**src/rtl/ram_slot_pkg.sv**
```systemverilog
package ram_slot_pkg;

  typedef enum logic {OWNER_CPU = 1'b0, OWNER_DISP = 1'b1} slot_owner_t;

  // Line position that follows pos in a line of len steps.
  function automatic int step_pos(int pos, int len);
    return (pos >= len - 1) ? 0 : pos + 1;
  endfunction

  // Active part of the line when it is timed from the internal count.
  function automatic logic pos_in_window(int pos, int active_len);
    return pos < active_len;
  endfunction

endpackage

```
**src/rtl/slot_sequencer.sv**
```systemverilog
module slot_sequencer
  import ram_slot_pkg::*;
#(
  parameter int LINE_CYCLES = 64,
  localparam int CW = $clog2(LINE_CYCLES)
) (
  input  logic          clk,
  input  logic          rst_n,
  output slot_owner_t   owner,
  output logic          line_step,
  output logic [CW-1:0] pos
);

  slot_owner_t owner_q;
  logic [CW-1:0] pos_q;

  // The line advances once per pair of slots, as the display slot ends.
  assign line_step = (owner_q == OWNER_DISP);

  always_ff @(posedge clk) begin
    if (!rst_n) begin
      owner_q <= OWNER_CPU;
      pos_q   <= '0;
    end else begin
      owner_q <= (owner_q == OWNER_CPU) ? OWNER_DISP : OWNER_CPU;
      if (line_step)
        pos_q <= CW'(step_pos(int'(pos_q), LINE_CYCLES));
    end
  end

  assign owner = owner_q;
  assign pos   = pos_q;

endmodule

```
**src/rtl/window_select.sv**
```systemverilog
module window_select
  import ram_slot_pkg::*;
#(
  parameter int LINE_CYCLES   = 64,
  parameter int ACTIVE_CYCLES = 40,
  parameter bit EXT_ACTIVE    = 1'b0,
  localparam int CW = $clog2(LINE_CYCLES)
) (
  input  logic [CW-1:0] pos,
  input  logic          ext_active,
  input  logic          hibw_mode,
  output logic          line_active,
  output logic          halt
);

  logic internal_active;
  assign internal_active = pos_in_window(int'(pos), ACTIVE_CYCLES);

  // The parameter picks the source; both candidates stay in the expression.
  assign line_active = EXT_ACTIVE ? ext_active : internal_active;
  assign halt        = hibw_mode & line_active;

endmodule

```
**src/rtl/cpu_clock_gate.sv**
```systemverilog
module cpu_clock_gate
  import ram_slot_pkg::*;
(
  input  slot_owner_t owner,
  input  logic        cpu_ram,
  input  logic        halt,
  output logic        ce,
  output logic        hold
);

  logic slot_ok;

  // A RAM cycle may only finish in a CPU slot; other cycles finish in any slot.
  always_comb begin
    slot_ok = !cpu_ram || (owner == OWNER_CPU);
    ce      = !halt && slot_ok;
    hold    = !halt && !slot_ok;
  end

endmodule

```
**src/rtl/ram_slot_arbiter.sv**
```systemverilog
module ram_slot_arbiter
  import ram_slot_pkg::*;
#(
  parameter int LINE_CYCLES   = 64,
  parameter int ACTIVE_CYCLES = 40,
  parameter bit EXT_ACTIVE    = 1'b0,
  localparam int CW = $clog2(LINE_CYCLES)
) (
  input  logic          clk,
  input  logic          rst_n,
  input  logic          cpu_ram,
  input  logic          hibw_mode,
  input  logic          line_active_in,
  output logic          cpu_ce,
  output logic          cpu_hold,
  output logic          cpu_halt,
  output logic          grant_cpu,
  output logic          grant_disp,
  output logic [CW-1:0] line_pos
);

  slot_owner_t owner;
  logic        line_step;
  logic        line_active;

  slot_sequencer #(.LINE_CYCLES(LINE_CYCLES)) u_seq (
    .clk       (clk),
    .rst_n     (rst_n),
    .owner     (owner),
    .line_step (line_step),
    .pos       (line_pos)
  );

  window_select #(
    .LINE_CYCLES   (LINE_CYCLES),
    .ACTIVE_CYCLES (ACTIVE_CYCLES),
    .EXT_ACTIVE    (EXT_ACTIVE)
  ) u_win (
    .pos         (line_pos),
    .ext_active  (line_active_in),
    .hibw_mode   (hibw_mode),
    .line_active (line_active),
    .halt        (cpu_halt)
  );

  cpu_clock_gate u_gate (
    .owner   (owner),
    .cpu_ram (cpu_ram),
    .halt    (cpu_halt),
    .ce      (cpu_ce),
    .hold    (cpu_hold)
  );

  assign grant_cpu  = (owner == OWNER_CPU);
  assign grant_disp = (owner == OWNER_DISP);

endmodule

```
**config.mk**
```make
export PLATFORM = sky130hd
export DESIGN_NAME = ram_slot_arbiter
export DESIGN_NICKNAME = d
export VERILOG_FILES = /design/src/rtl/ram_slot_pkg.sv /design/src/rtl/slot_sequencer.sv /design/src/rtl/window_select.sv /design/src/rtl/cpu_clock_gate.sv /design/src/rtl/ram_slot_arbiter.sv
export SDC_FILE = /design/constraint.sdc
export NUM_CORES = 1
export LEC_CHECK = 0
export CORE_AREA = 2 2 39 41
export CTS_BUF_LIST = sky130_fd_sc_hd__clkbuf_2 sky130_fd_sc_hd__clkbuf_4 sky130_fd_sc_hd__clkbuf_8
export CTS_CLUSTER_SIZE = 40
export DETAILED_ROUTE_END_ITERATION = 12
export DIE_AREA = 0 0 41 43
export DONT_BUFFER_PORTS = 1
export GPL_TIMING_DRIVEN = 0
export HOLD_SLACK_MARGIN = 0.06
export PLACE_DENSITY_LB_ADDON = 0.2
export SYNTH_ARGS = -nofsm -noshare
export SYNTH_HDL_FRONTEND = slang
export SYNTH_HIERARCHICAL = 1
export SYNTH_SLANG_ARGS = --single-unit
```
**constraint.sdc**
```tcl
create_clock -name clk -period 1.4 [get_ports clk]
set_input_delay 0.07 -clock clk [delete_from_list [all_inputs] [get_ports clk]]
set_output_delay 0.07 -clock clk [all_outputs]
set_load 0.1 [all_outputs]
```
==> results.md <==
* Crit path kind: flop to output port
* Syn nets at 45
* Synth top area share at 40.14%
* Status: finished with violations
* # Max-Cap Violations at 0
* Worst Path Buf+Inv at 0
* Inst Count DP at 55
* Top sig layer: met4
* Ys Warns at 6
* Combinational Power Share at 20.0%
* Initial antenna violation count at 0
* Mapped Area at around 350 µm²
* Number of synthesized flops with an enable pin at 0
* Post-synth top area cell: dfxtp_1
* Final period utilization at 130.8%
* Worst Clk Skew at just under 1 ps
* Crit path from: u_seq/pos[4]
* Layout cells sized above 1 at 45.45%
* Post-route minimum period at 1831 ps
* #FFs+latches synth at 7
* DRC at 0
* Rows at 14
* Max Freq at 546.3 MHz
* Pwr per Cell Area at between 1000 and 1500 nW/µm²
* CTS tree: done
* Via count at 314
* Fin. max-slew vios at 0
* WL/cell at 13.27 µm
* Nets at 51
* Final Hold Viols at 0
* Tot GR Track Use at 9.658%
* Post-Place Worst Slack at -167.8 ps
* Hold_sp: cpu_ram
* Post-synthesis sequential area ratio at 40.14%
* Min-delay worst type: primary input to output port
* Synthesized instance count at 39
* CTS Buf Count at 3
* Worst-path cell chain: o21ai_2 > and2_4 > a21oi_4
* RePlAce Congestion at around 0.75
* Clock share of power at 33.4%
* Max H-tree Level at 1
* CTS sink cnt at 7
* IO Port Bufs at 0
* CP endpoint kind: output port
* Antenna viol nets, final at 0
* Core box area at about 1400 µm²
* Synth cell types at 23
* Lkg Pwr at between 0.15 and 0.2 nW
* Met3 WL post-DR at 125 µm
* Req. time, crit path at 1330 ps
* Die ar. at 1763 µm²
* RSZ-0062 raised after global routing: true
* Failing checks: setup timing
* Met2 Wirelength at 359 µm
* Layout area overhead at 39.43%
* Global-route wire length before repair at 1076 µm
* Reg clk slew, reported paths at approximately 50 ps
* Design Power at 0.6083 mW
* DR iter-0 viols at 7
* Initial Util at 25.23%
* Top area cells in the synthesized netlist: dfxtp_1 (40%), xor2_1 (7.5%), buf_4 (4.3%)
* Gr ovfl total at 0
* Net Switching at roughly 0.24 mW
* Vias in the first global route at 272
* HPWL Detailed at about 530 µm
* Slowest CP cell: a21oi_4
* Maximum vdd drop at 0.5103 mV
* Dominant synthesized flop cell: dfxtp_1
* Fin Hold WS at ~310 ps
* Synth async-reset ratio at 0%
* Crit-path max cell delay at a little under 600 ps
* Met1 wire length at 307 µm
* Sw Share at around 40%
* CTS root buffer: clkbuf_4
* Largest net degree at the start of global routing at 8
* Max clock buf depth at 2
* Clock latency on the worst-skew pair at ~250 ps
* Kind of start point of the critical path: flop
* Sequential Power Share at 46.7%
* CP top delay family: compound AO/OA/AOI/OAI gates
* Post-CTS Setup Inserts at 0
* Layout Cells excl Fill at 60
* FF-to-FF Start: u_seq/pos[0]
* TritonRoute pass-1 iters at 4
* # setup viols final at 2
* Inserted Diodes at 0
* Mean post-synth cell area at 8.951 µm²
* Final Worst Setup Slack at -430.6 ps
* Max transition margin at about 53%
* Worst-Margin Slew at 696.8 ps
* Critical Path Fanout Max at 6
* Overall die height at 43 µm
* Routed Wire Length at 796 µm
* Vias per cell at 5.233
* Die width at 41 µm
* Number of top-level pins at 16
* Crit path DAT at ~1800 ps
* Int Power at ~0.37 mW
cells in the final DEF (no fill, tap or decap):
cell / count
nand2b_1: 1
mux2i_1: 1
a21oi_4: 1
dfxtp_1: 1
o21ai_2: 1
and2_4: 1
ha_4: 1
xor2_1: 3
dfxtp_4: 6
a41oi_1: 1
buf_4: 1
nand3_1: 1
clkinvlp_4: 1
nand2_1: 4
or3_1: 1
nand3b_1: 1
nand4_1: 1
o22ai_1: 1
clkbuf_4: 4
buf_12: 1
inv_1: 1
and3b_4: 1
dlygate4sd3_1: 1
a31oi_1: 1
nand4_4: 1
and3_1: 1
nor2_1: 4
and3_2: 1
stage by stage:
stage | setup TNS (ps) | cell area [µm²] | utilization [%]
2_1_floorplan | -243.5 | 389.1 | -
3_3_place_gp | -308.1 | 409.1 | 29.57
3_5_place_dp | -313.6 | 409.1 | 29.57
4_1_cts | -868.8 | 460.4 | 33.27
5_1_grt | -930.4 | 486.7 | 35.17
6_report | -835.7 | 486.7 | 35.17
flip-flops by register name (all words and copies together), names as in the netlist:
name	cells
u_seq/pos	6
u_seq/line_step	1
worst paths after layout:
path | to | slack, ps | cells after the start
max | cpu_ce | -430 | 3
min reg2reg | u_seq/line_step | 650 | 2
min | cpu_ce | 310 | 1
max reg2reg | u_seq/pos[5] | 40 | 3
cell type report:
cell class              instances  area, µm²
fillers                       147      897.1
flip-flops and latches          7      162.7
clock buffers                   4      30.03
multi-input cells              28      225.2
plain buffers                   2      27.53
inverters                       2      11.26
repair buffers                  1      10.01
well taps                      16      20.02
synthesized netlist by cell type, types with 2 or more instances:
master and n:
nor2_1 4, inv_1 2, nand2_1 4, dfxtp_1 7
buf_4 2, xor2_1 3
logic make-up (layout without fill, tap and decap cells):
| kind of cell | Yosys count | in the layout | synth area share, % |
|---|---|---|---|
| flops | 7 | 7 | 40.14 |
| xor+xnor | 3 | 3 | 7.528 |
| fa+ha+maj | 1 | 1 | 3.584 |
| mux | 1 | 1 | 2.867 |
| simple gates | 18 | 18 | 29.39 |
| buf+inv | 4 | 9 | 6.451 |
| compound gates | 5 | 5 | 10.04 |
power groups by stage:
| stage | combinational, mW | clock [mW] | sequential, mW |
|---|---|---|---|
| after floorplan | 0.103 | 0 | 0.279 |
| after global placement | 0.108 | 0 | 0.282 |
| after detailed placement | 0.108 | 0 | 0.283 |
| after CTS | 0.116 | 0.213 | 0.279 |
| after global routing | 0.131 | 0.220 | 0.285 |
| final | 0.122 | 0.203 | 0.284 |
routing by layer:
layer / up-vias / global-route usage (%)
met4: 0 / 10.00
met1: 144 / 11.65
li1: 145 / -
met5: - / 0
met3: 2 / 4.712
met2: 23 / 11.25
timing repair:
action	in CTS	in global routing
pin swaps	0	0
hold buffers	1	0
hold endpoints to repair	7	0
resized for setup	3	4
endpoints found under the setup margin	3	5
Power figures use the tool's default switching activity.
